<file path="src/rtl/rstseq_pkg.sv">
package rstseq_pkg;
  typedef enum logic [1:0] {
    CAUSE_NONE = 2'b00,
    CAUSE_HW   = 2'b01,
    CAUSE_SW   = 2'b10,
    CAUSE_WDT  = 2'b11
  } cause_e;
endpackage

</file>
<file path="src/rtl/rstseq_sync.sv">
// Pin synchronizer with falling-edge detect.
module rstseq_sync #(
  parameter int STAGES = 2
) (
  input  logic clk,
  input  logic rst,
  input  logic pin_n_i,
  output logic pin_hi_o,
  output logic fall_o
);
  logic [STAGES:0] sh_q;

  always_ff @(posedge clk) begin
    if (rst) sh_q <= '1;
    else     sh_q <= {sh_q[STAGES-1:0], pin_n_i};
  end

  assign pin_hi_o = sh_q[STAGES-1];
  assign fall_o   = sh_q[STAGES] & ~sh_q[STAGES-1];
endmodule

</file>
<file path="src/rtl/rstseq_arb.sv">
// Request merge and source priority.
module rstseq_arb
  import rstseq_pkg::*;
(
  input  logic   hw_i,
  input  logic   sw_i,
  input  logic   wdt_i,
  input  logic   wdt_out_en_i,
  output logic   ev_o,
  output logic   drive_out_o,
  output logic   abort_o,
  output cause_e cause_o
);
  always_comb begin
    ev_o        = hw_i | sw_i | wdt_i;
    drive_out_o = hw_i | (wdt_i & wdt_out_en_i);
    abort_o     = hw_i | sw_i;
    if (hw_i)       cause_o = CAUSE_HW;
    else if (wdt_i) cause_o = CAUSE_WDT;
    else            cause_o = CAUSE_SW;
  end
endmodule

</file>
<file path="src/rtl/rstseq_timer.sv">
// Sequence length counter, restarted by clr.
module rstseq_timer #(
  parameter int SEQ_LEN = 1024
) (
  input  logic clk,
  input  logic rst,
  input  logic clr,
  input  logic en,
  output logic done
);
  localparam int CNT_W = (SEQ_LEN > 2) ? $clog2(SEQ_LEN) : 1;
  localparam logic [CNT_W-1:0] LAST = CNT_W'(SEQ_LEN - 1);

  logic [CNT_W-1:0] cnt_q;

  always_ff @(posedge clk) begin
    if (rst || clr)               cnt_q <= '0;
    else if (en && cnt_q != LAST) cnt_q <= cnt_q + 1'b1;
  end

  assign done = (cnt_q == LAST);
endmodule

</file>
<file path="src/rtl/rst_sequencer.sv">
module rst_sequencer
  import rstseq_pkg::*;
#(
  parameter int SEQ_LEN     = 1024,
  parameter int SYNC_STAGES = 2,
  parameter int CFG_W       = 16
) (
  input  logic             clk,
  input  logic             rst,
  input  logic             rst_pin_n,
  input  logic             sw_rst_stb,
  input  logic             wdt_ovf,
  input  logic             wdt_rst_out_en,
  input  logic             int_access_busy,
  input  logic             ext_cycle_busy,
  input  logic [CFG_W-1:0] cfg_port,
  output logic             core_rst,
  output logic             rst_out,
  output logic             pin_oe,
  output logic             ext_abort,
  output logic             hold_cancel,
  output logic             ser_abort,
  output logic             xcvr_off,
  output logic             rel_stb,
  output logic [CFG_W-1:0] cfg_word,
  output logic [1:0]       cause
);
  logic   pin_hi, hw_ev, ev_any, drive_out, abort_req, seq_done;
  logic   drained, drain_ok, rel_ok;
  cause_e cause_nxt;

  rstseq_sync #(.STAGES(SYNC_STAGES)) u_sync (
    .clk(clk), .rst(rst), .pin_n_i(rst_pin_n),
    .pin_hi_o(pin_hi), .fall_o(hw_ev)
  );

  rstseq_arb u_arb (
    .hw_i(hw_ev), .sw_i(sw_rst_stb), .wdt_i(wdt_ovf),
    .wdt_out_en_i(wdt_rst_out_en), .ev_o(ev_any),
    .drive_out_o(drive_out), .abort_o(abort_req), .cause_o(cause_nxt)
  );

  rstseq_timer #(.SEQ_LEN(SEQ_LEN)) u_timer (
    .clk(clk), .rst(rst), .clr(ev_any), .en(core_rst), .done(seq_done)
  );

  // Drain: internal access must end; an unaborted external cycle too.
  assign drain_ok = core_rst & ~drained & ~int_access_busy
                  & (ext_abort | ~ext_cycle_busy);
  // Release: drained, sequence complete and pin high.
  assign rel_ok   = core_rst & drained & seq_done & pin_hi;

  always_ff @(posedge clk) begin
    if (rst) begin
      core_rst    <= 1'b1;
      rst_out     <= 1'b1;
      pin_oe      <= 1'b0;
      ext_abort   <= 1'b0;
      drained     <= 1'b1;
      hold_cancel <= 1'b0;
      ser_abort   <= 1'b0;
      xcvr_off    <= 1'b0;
      rel_stb     <= 1'b0;
      cfg_word    <= '0;
      cause       <= CAUSE_HW;
    end else begin
      hold_cancel <= ev_any;
      ser_abort   <= ev_any;
      xcvr_off    <= ev_any;
      rel_stb     <= 1'b0;
      if (ev_any) begin
        core_rst  <= 1'b1;
        cause     <= cause_nxt;
        rst_out   <= (core_rst & rst_out) | drive_out;
        ext_abort <= abort_req & ~(core_rst & drained);
        drained   <= core_rst & drained;
      end else if (drain_ok) begin
        drained   <= 1'b1;
        pin_oe    <= 1'b0;
        ext_abort <= 1'b0;
      end else if (rel_ok) begin
        core_rst  <= 1'b0;
        rst_out   <= 1'b0;
        pin_oe    <= 1'b1;
        rel_stb   <= 1'b1;
        cfg_word  <= cfg_port;
      end
    end
  end
endmodule

</file>
<file path="config.mk">
export PLATFORM = sky130hd
export DESIGN_NAME = rst_sequencer
export DESIGN_NICKNAME = d
export VERILOG_FILES = /design/src/rtl/rstseq_pkg.sv /design/src/rtl/rstseq_sync.sv /design/src/rtl/rstseq_arb.sv /design/src/rtl/rstseq_timer.sv /design/src/rtl/rst_sequencer.sv
export SDC_FILE = /design/constraint.sdc
export NUM_CORES = 1
export LEC_CHECK = 0
export ABC_AREA = 1
export BUFFER_PORTS_ARGS = -buffer_cell sky130_fd_sc_hd__buf_2
export CORE_MARGIN = 2
export CORE_UTILIZATION = 46
export DETAILED_ROUTE_END_ITERATION = 7
export PLACE_DENSITY = 0.73
export SYNTH_ARGS = -nofsm -noshare
export SYNTH_HDL_FRONTEND = slang
export SYNTH_SLANG_ARGS = --single-unit
</file>
<file path="constraint.sdc">
create_clock -name clk -period 1.5 [get_ports clk]
set_input_delay 0.3 -clock clk [delete_from_list [all_inputs] [get_ports clk]]
set_output_delay 0.3 -clock clk [all_outputs]
set_load 0.03 [all_outputs]
</file>
==> results of run 1 <==
## per-layer routing
layer / vias to the layer above / GRT usage (%) / share of wire, %
met5: - / 0 / 0
met2: 46 / 31.6 / 45
met1: 791 / 26.2 / 47
met3: 8 / 5.11 / 6.0
met4: 0 / 8.42 / 1.5
li1: 921 / - / -
## cell type report
class,instances,area share (%)
Clock buffer,5,2.89
Clock inverter,2,0.421
Timing Repair Buffer,67,17.9
Sequential cell,38,32.4
Inverter,40,6.31
Tap cell,48,2.52
Multi-Input combinational cell,166,37.6
## layout by cell type (no fill, tap or decap), drive strengths merged
cell,netlist,final
a21oi,9,9
ha,1,1
buf,5,66
or2,2,2
nand3,8,8
xor2,3,3
o21ai,7,7
nor2,50,50
inv,40,40
dfxtp,38,38
clkinv,0,2
nand4,21,21
clkbuf,3,6
nor3,3,3
nand2,60,60
o22ai,2,2
## power groups by stage
| stage | Sequential [mW] | Clock (mW) | Combinational, mW |
|---|---|---|---|
| detailed placement | 1.05 | 0 | 0.163 |
| floorplan | 1.07 | 0 | 0.0786 |
| CTS | 1.03 | 0.672 | 0.164 |
| global route | 1.03 | 0.724 | 0.184 |
| global placement | 1.05 | 0 | 0.162 |
| finish | 1.02 | 0.660 | 0.167 |
## flip-flops by register name, summed over array words and instances, names as in the netlist
register and cells:
rst_out 1, core_rst 1, cause 2, cfg_word 16, u_sync.sh_q 3, drained 1
pin_oe 1, u_timer.cnt_q 10, rel_stb 1, ext_abort 1, xcvr_off 1
## stage by stage
step / cell area, um^2 / TNS (ns) / util (%)
6_report: 2380 / -0.0628 / 64.5
5_1_grt: 2380 / -1.29 / 64.5
4_1_cts: 2280 / 0 / 61.9
3_5_place_dp: 2200 / -0.0197 / 59.7
3_3_place_gp: 2200 / 0 / 59.7
2_1_floorplan: 1810 / 0 / -
## final timing paths
path                          from             end  slack (ns)
hold reg to reg     u_sync.sh_q[0]  u_sync.sh_q[1]        0.41
hold / removal           rst_pin_n  u_sync.sh_q[0]        0.19
setup reg to reg  u_timer.cnt_q[0]    cfg_word[13]       -0.01
setup / recovery  u_timer.cnt_q[0]    cfg_word[13]       -0.01
## repair_timing
action | CTS | global route
setup endpoints to repair | 3 | 18
buffers inserted | 0 | 3
pin swaps | 1 | 7
resized for setup | 1 | 16
cloned | 0 | 1
## cells by family after synthesis
group	Yosys count	share of synthesized area [%]
buffers and inverters	48	11.0
adders and majority gates	1	0.699
DFF	38	42.5
AOI/OAI and AO/OA	18	5.38
xor gates and xnor gates	3	1.47
and+or+nand+nor	144	39.0
## worst max-delay path: stages, from the launching register on
cell,delay (ns)
dfxtp_4,0.36
ha_4,0.15
inv_2,0.05
nor2_4,0.13
nand2_4,0.09
nor2_8,0.15
nand2_4,0.07
nor2_4,0.15
clkbuf_16,0.18
nor2_2,0.04
nor2_2,0.07
==> metrics.csv, run 1 <==
stage;metric;value;unit
run_status;status;finished, violations left;
run_status;violations;negative setup slack;
timing;fmax;0.660;GHz
synth;synthTopCellsByArea;dfxtp_1 42%, nand2_1 12%, inv_1 8.2%;
floorplan;initial_core_util;48.5;%
timing;tightest_slew;0.357;ns
worst_setup_path;arrival;1.75;ns
worst_setup_path;cp.required;1.74;ns
route;drc_errors;0;
pwr;ir_drop;505;uV
floorplan;die_h;66.4;um
cts;numCtsBuffers;5;
cells_and_area;area_growth_syn_to_layout;32.8;%
timing;hold-worst-slack;0.189;ns
synth;yosysTopAreaCellShare;42.5;%
synth;yosysTopAreaCell;dfxtp_1;
grt;antenna_found_initial;0;
route;first_pass_iters;4;
cts;cts.path.max_buffers;2;
route;routed_wl;4230;um
grt;grt_pass1_wl;6740;um
worst_setup_path;worstSetupStartpointType;flip-flop;
cts;clk_pin_slew;0.07;ns
route;vias_per_cell;4.83;
floorplan;core-area;3690;um^2
worst_setup_path;worstPathMaxFanout;8;
synth;syn_area;1790;um^2
cts;root_buffer;clkbuf_8;
grt;grt_max_degree;20;
synth;synth_nets;277;
cts;cts_tree;done;
cells_and_area;nNetsFinal;343;
pwr;power.switching;0.457;mW
synth;syn_inst;252;
route;wire_per_inst;11.6;um
timing;final_max_slew_viol_count;0;
cts;h-tree-depth;2;
synth;synth.top_cells.by_count;57 x nand2_1, 39 x inv_1, 38 x dfxtp_1;
cells_and_area;antenna_cells;0;
route;ant_nets;0;
timing;finalCritPeriodShare;101;%
synth;synthFlopType;dfxtp_1;
min_path;hold_depth;2;
placed_design;dp_hpwl;2960;um
pwr;pwr-share-seq;55.3;%
synth;synth.most_common_cell;nand2_1;
pwr;p_sw_share;24.7;%
timing;setup_viol;7;
synth;ys_seq_area_share;42.5;%
cells_and_area;multi_input_area;893;um^2
timing;slew_headroom;76.2;%
route;first_iter_violations;85;
placed_design;pre_cts_slack;-0.0138;ns
pwr;p_total;1.85;mW
cts;clk_latency;0.29;ns
pwr;p_leak;1.24;nW
synth;synth_edf_count;0;
timing;finClkSkew;0.00505;ns
floorplan;rows;22;
synth;synthDistinctLibCells;27;
timing;fin_crit;1.51;ns
floorplan;io_pins;50;
pwr;p_int;1.39;mW
synth;async_flop_share;0;%
synth;ys_ff_latch;38;
pwr;powerDensity;778;nW/um^2
pwr;p_comb_share;9.0;%
placed_design;dp_cells;356;
floorplan;die_width;66.4;um
cells_and_area;fin_cells;366;
job;maxCapViolations;0;
pwr;pwr-share-clk;35.7;%
synth;ys_warn_count;0;
min_path;hp-class;in2reg;
synth;syn-mean-instance-area;7.11;um^2
cells_and_area;final-seq-area;769;um^2
route;num_vias;1766;
cells_and_area;final_layout_size_suffix_gt1_share;34.6;%
grt;grt_use_total;20.2;%
timing;rsz0062_at_grt;true;
cts;hold_buffers;0;
cells_and_area;fillers;342;
placed_design;io_buffers;49;
worst_setup_path;reg2reg_depth;10;
timing;hold_viol;0;
worst_setup_path;end_kind;flip-flop;
cts;clock_sinks;38;
grt;grt_pass1_vias;1555;
timing;fin_ws;-0.0149;ns
worst_setup_path;path_class;reg2reg;
placed_design;place.gp.congestion;0.828;
grt;gr-total-overflow;0;
floorplan;die_area;4410;um^2
No activity file was read; power rests on OpenSTA's default activity.
==> run 2, diff against run 1 <==
--- a/config.mk
+++ b/config.mk
@@ -9,3 +9,2 @@
 export BUFFER_PORTS_ARGS = -buffer_cell sky130_fd_sc_hd__buf_2
-export CORE_MARGIN = 2
 export CORE_UTILIZATION = 46
==> constraint.sdc (replaced) <==
create_clock -name clk -period 1.5 [get_ports clk]
set_input_delay 0.15 -clock clk [delete_from_list [all_inputs] [get_ports clk]]
set_output_delay 0.15 -clock clk [all_outputs]
set_load 0.03 [all_outputs]
==> run 2 against run 1 <==
Effect of this change:
- the run now ends clean
- worst setup slack improved by 0.059 ns
- final area increased by 2.3%
- sequential share of layout area down 0.83 points
- clock skew is essentially flat
- final cell count grew 2.2%
- first-iteration DRC count grew 12%
- critical path type unchanged
- largest power group unchanged
- highest routed layer unchanged
==> metrics.csv, run 2 (synthesis gave the netlist of run 1 again) <==
stage;metric;value;unit;change
run_status;status;completed;;
worst_setup_path;worstPathMaxFanout;8;;unchanged
floorplan;initial_core_util;48.5;%;unchanged
cells_and_area;largest_reg_flops;16;;unchanged
timing;hold_viol;0;;unchanged
floorplan;io_pins;50;;unchanged
min_path;hp-class;in2reg;;
worst_setup_path;r2r_slack;0.04;ns;+0.06 ns
worst_setup_path;cp-endpoint;cfg_word[2];;
worst_setup_path;path_cells;ha_4, inv_2, nor2_4, nand2_4, nor2_8, nand2_4, nor2_4, buf_12, nor2_4, nor2_2;;
cells_and_area;final_layout_size_suffix_gt1_share;36.5;%;+1.9 points
pwr;ir_drop;540;uV;+6.9%
worst_setup_path;crit_path_frequent_cell;nor2_4;;
grt;gr-total-overflow;0;;unchanged
grt;grt_use_total;21.4;%;+1.2 points
worst_setup_path;worstSetupStartpointType;flip-flop;;
worst_setup_path;r2r-start;u_timer.cnt_q[0];;
floorplan;die_h;64.4;um;-3.0%
cts;clk_pin_slew;0.07;ns;about the same
placed_design;dp_hpwl;2920;um;-1.4%
timing;fin_ws;0.0442;ns;+0.0591 ns
timing;slew_headroom;76.5;%;+0.25 points
worst_setup_path;startpoint;u_timer.cnt_q[0];;
cts;cts.path.max_buffers;2;;unchanged
cts;h-tree-depth;2;;unchanged
worst_setup_path;cp_slowest_cell;dfxtp_2;;
cells_and_area;fin_cells;374;;+2.2%
timing;finalCritPeriodShare;97.1;%;-3.9 points
cts;clk_latency;0.30;ns;about the same
route;drc_errors;0;;unchanged
cts;cts_tree;done;;
worst_setup_path;path_class;reg2reg;;
floorplan;die_width;64.4;um;-3.0%
placed_design;place.gp.congestion;0.821;;-0.89%
route;first_pass_iters;4;;unchanged
cells_and_area;fin_util;66.0;%;+1.5 points
worst_setup_path;reg2reg_depth;10;;unchanged
cts;root_buffer;clkbuf_8;;
worst_setup_path;end_kind;flip-flop;;
cts;clock_sinks;38;;unchanged
grt;grt_pass1_wl;6790;um;+0.71%
timing;tightest_slew;0.350;ns;-0.00712 ns
cells_and_area;nNetsFinal;350;;+2.0%
cts;numCtsBuffers;5;;unchanged
route;wire_per_inst;11.2;um;-3.0%
floorplan;core-area;3690;um^2;unchanged
route;vias_per_cell;4.80;;-0.42%
route;ant_nets;0;;unchanged
placed_design;io_buffers;49;;unchanged
cells_and_area;area_growth_syn_to_layout;35.9;%;
placed_design;pre_cts_slack;-0.136;ns;-0.122 ns
floorplan;rows;22;;unchanged
cells_and_area;most-common-layout-cells;56 x nand2_1, 49 x buf_2, 38 x inv_1;;
grt;grt_max_degree;20;;unchanged
worst_setup_path;cp.required;1.73;ns;about the same
cells_and_area;fillers;344;;+0.58%
grt;grt_pass1_vias;1602;;+3.0%
route;first_iter_violations;95;;+12%
floorplan;die_area;4150;um^2;-5.9%
timing;finClkSkew;0.00512;ns;+0.0000749 ns
timing;final_max_slew_viol_count;0;;unchanged
placed_design;dp_cells;359;;+0.84%
pwr;powerDensity;789;nW/um^2;+1.4%
worst_setup_path;arrival;1.69;ns;-0.06 ns
pwr;p_total;1.92;mW;+3.8%
timing;setup_viol;0;;-7
worst_setup_path;cpPeakStageDelay;0.35;ns;about the same
timing;rsz0062_at_grt;true;;
worst_setup_path;r2r-end;cfg_word[2];;
cells_and_area;layout_commonest_cell;nand2_1;;
timing;fmax;0.687;GHz;+4.1%
cells_and_area;regMostFlops;cfg_word;;
route;num_vias;1797;;+1.8%
route;routed_wl;4190;um;-0.92%
grt;antenna_found_initial;0;;unchanged
job;maxCapViolations;0;;unchanged
timing;fin_crit;1.46;ns;-0.0591 ns
pwr;p_leak;1.27;nW;+2.9%
cells_and_area;top_regs;cfg_word (16), u_timer.cnt_q (10), u_sync.sh_q (3);;
cells_and_area;antenna_cells;0;;unchanged
[run 2: final cells by class]
cell class	instances	area [um^2]	area share, %
inverter	40	150	6.17
multi-input combinational	166	890	36.6
clock buffer	7	86.3	3.55
timing repair buffer	74	475	19.5
sequential	38	767	31.5
clock inverter	1	5.00	0.206
tap	48	60.1	2.47
[run 2: layer usage]
layer  vias up  track usage, %  wire length [um]
met4         0            7.22                72
li1        937               -                 -
met1       801            26.6              1990
met2        50            34.5              1890
met3         9            6.96               235
met5         -               0                 0
[run 2: what timing repair did]
action	in CTS	in global routing
setup endpoints to repair	18	30
buffers inserted	3	3
pin swaps	2	7
gates cloned	0	1
hold buffers	0	0
gates resized for setup	1	14
[run 2: worst min path at each step]
stage               from        endpoint  depth (start not counted)
2_1_floorplan        rst         rst_out                          2
3_3_place_gp   rst_pin_n  u_sync.sh_q[0]                          2
3_5_place_dp   rst_pin_n  u_sync.sh_q[0]                          2
4_1_cts        rst_pin_n  u_sync.sh_q[0]                          2
5_1_grt        rst_pin_n  u_sync.sh_q[0]                          2
6_report       rst_pin_n  u_sync.sh_q[0]                          2
[run 2: per-stage QoR]
stage	hold WS, ns	setup TNS [ns]	instance area (um^2)
final	0.0416	0	2430
after global routing	0.0385	-0.202	2430
after CTS	0.0419	0	2330
after detailed placement	0.343	-1.84	2210
after global placement	0.337	-1.45	2210
after floorplan	0.246	0	1810
[run 2: report_power, final]
part | internal, mW | switching [mW] | total [mW]
logic | 0.0670 | 0.105 | 0.171
registers | 1.02 | 0.00711 | 1.03
clock network | 0.370 | 0.353 | 0.723
total | 1.46 | 0.465 | 1.92
[run 2: worst max-delay path, delay by kind of cell, from the launching register on]
| family | cells | cell delay [ns] |
|---|---|---|
| simple gates | 7 | 0.70 |
| fa+ha+maj | 1 | 0.14 |
| flops | 1 | 0.35 |
| buf+inv | 2 | 0.19 |
==> run 3, diff against run 2 <==
Settings changed: CORE_UTILIZATION 46 to 40, PLACE_DENSITY 0.73 to 0.64.
==> run 3 against run 2 <==
Effect of this change:
- clock power is 3% higher
- die area up 15%
- final area shrank 0.93%
- non-clock buffer count down 1
- critical endpoint is now cfg_word[7]
- hold slack worse by 0.0028 ns
- first-iteration DRC count fell by 15%
- total power increased by 0.85%
==> metrics.csv, run 3 (synthesis gave the netlist of run 1 again) <==
stage;metric;value;unit;change
route;vias_per_cell;4.74;;-1.3%
placed_design;place.gp.congestion;0.798;;-2.8%
job;maxCapViolations;0;;unchanged
route;num_vias;1779;;-1.0%
grt;gr-total-overflow;0;;unchanged
route;wire_per_inst;11.2;um;-0.31%
worst_setup_path;worstPathMaxFanout;8;;unchanged
cells_and_area;nNetsFinal;349;;-0.29%
cts;cts_tree;done;;
grt;grt_max_degree;22;;+10%
worst_setup_path;cp.required;1.74;ns;about the same
floorplan;die_width;68.9;um;+7.0%
timing;hold_viol;0;;unchanged
timing;slew_headroom;80.3;%;+3.8 points
timing;tightest_slew;0.295;ns;-0.0545 ns
worst_setup_path;r2r-start;u_timer.cnt_q[1];;
floorplan;die_area;4750;um^2;+15%
timing;fmax;0.677;GHz;-1.4%
placed_design;dpl_cell_area;2220;um^2;+0.11%
cells_and_area;most-common-layout-cells;56 x nand2_1, 49 x buf_2, 38 x inv_1;;
cts;clk_pin_slew;0.08;ns;about the same
timing;finalCritPeriodShare;98.4;%;+1.4 points
floorplan;rows;23;;+4.5%
worst_setup_path;startpoint;u_timer.cnt_q[1];;
timing;hold-worst-slack;0.0389;ns;-0.00276 ns
pwr;powerDensity;804;nW/um^2;+1.8%
timing;final_max_slew_viol_count;0;;unchanged
route;first_iter_violations;81;;-15%
worst_setup_path;end_kind;flip-flop;;
floorplan;io_pins;50;;unchanged
grt;grt_pass1_vias;1473;;-8.1%
cells_and_area;layout_commonest_cell;nand2_1;;
timing;fin_ws;0.0234;ns;-0.0208 ns
timing;setup-tns-final;0;ns;unchanged
cells_and_area;fin_cells;375;;+0.27%
worst_setup_path;arrival;1.71;ns;+0.02 ns
cts;cts.path.max_buffers;2;;unchanged
worst_setup_path;worstSetupStartpointType;flip-flop;;
grt;grt_use_total;19.1;%;-2.2 points
grt;antenna_found_initial;0;;unchanged
route;drc_errors;0;;unchanged
route;ant_nets;0;;unchanged
cts;root_buffer;clkbuf_8;;
cells_and_area;largest_reg_flops;16;;unchanged
cells_and_area;regMostFlops;cfg_word;;
placed_design;io_buffers;49;;unchanged
cells_and_area;fin_util;58.2;%;-7.8 points
min_path;hp-start;rst_pin_n;;
cts;numCtsBuffers;5;;unchanged
cts;clk_latency;0.30;ns;about the same
cells_and_area;stdcell_area;2410;um^2;-0.93%
floorplan;initial_core_util;43.2;%;-5.3 points
pwr;ir_drop;445;uV;-18%
cells_and_area;final_layout_size_suffix_gt1_share;35.1;%;-1.4 points
placed_design;dp_hpwl;3000;um;+2.7%
cts;h-tree-depth;2;;unchanged
pwr;p_leak;1.26;nW;-1.1%
cells_and_area;fillers;408;;+19%
pwr;p_total;1.94;mW;+0.85%
timing;rsz0062_at_grt;true;;
cells_and_area;area_growth_syn_to_layout;34.7;%;
timing;setup_viol;0;;unchanged
floorplan;die_h;68.9;um;+7.0%
placed_design;dp_cells;361;;+0.56%
timing;finClkSkew;0.00564;ns;+0.000515 ns
cells_and_area;antenna_cells;0;;unchanged
floorplan;core-area;4140;um^2;+12%
grt;grt_pass1_wl;6580;um;-3.2%
min_path;hp-class;in2reg;;
timing;fin_crit;1.48;ns;+0.0208 ns
placed_design;pre_cts_slack;-0.127;ns;+0.00831 ns
route;first_pass_iters;4;;unchanged
cells_and_area;top_regs;cfg_word (16), u_timer.cnt_q (10), u_sync.sh_q (3);;
route;routed_wl;4190;um;about the same
cts;clock_sinks;38;;unchanged
worst_setup_path;path_class;reg2reg;;
run_status;status;completed;;
[run 3: cell count changes in the layout (fill, tap and decap cells not counted), sizes merged]
cell | before | now
clkbuf | 8 | 7
buf | 73 | 72
clkinvlp | 0 | 1
[run 3: area by class of cell]
type	count	area [um^2]	area share (%)
clock buffer	6	82.6	3.43
clock inverter	2	12.5	0.519
inverter	40	150	6.23
multi-input combinational	166	865	35.9
sequential	38	767	31.8
tap	50	62.6	2.59
timing repair buffer	73	472	19.6
[run 3: worst max-delay path, cell delays in order, from the launching register on]
cell	delay (ns)
dfxtp_4	0.37
ha_4	0.15
inv_2	0.04
nor2_4	0.11
nand2_4	0.09
nor2_8	0.11
nand2_4	0.07
nor2_4	0.18
clkbuf_16	0.18
nor2_2	0.03
nor2_1	0.08
[run 3: power by group]
group	switching (mW)	internal, mW
sequential	0.00618	1.02
clock	0.374	0.369
combinational	0.103	0.0669
total	0.483	1.45
[run 3: metal layers]
layer | GRT usage, % | share of wire, % | routed length [um] | up-vias
met3 | 5.76 | 6.4 | 268 | 6
met2 | 28.5 | 42 | 1780 | 51
met1 | 25.6 | 50 | 2080 | 791
met5 | 0 | 0 | 0 | -
li1 | - | - | - | 931
met4 | 7.65 | 1.7 | 70 | 0
[run 3: repair_timing]
action                                  CTS  global route
endpoints found under the setup margin   18            22
hold buffers                              0             0
gates resized for setup                   2             7
pin swaps                                 1             3
setup buffers                             1             4
gates cloned                              0             1
[run 3: final timing paths]
check,to,slack (ns),depth (start not counted)
setup / recovery,cfg_word[7],0.02,10
hold / removal,u_sync.sh_q[0],0.04,2
setup reg to reg,cfg_word[7],0.02,10
hold reg to reg,u_sync.sh_q[1],0.43,1
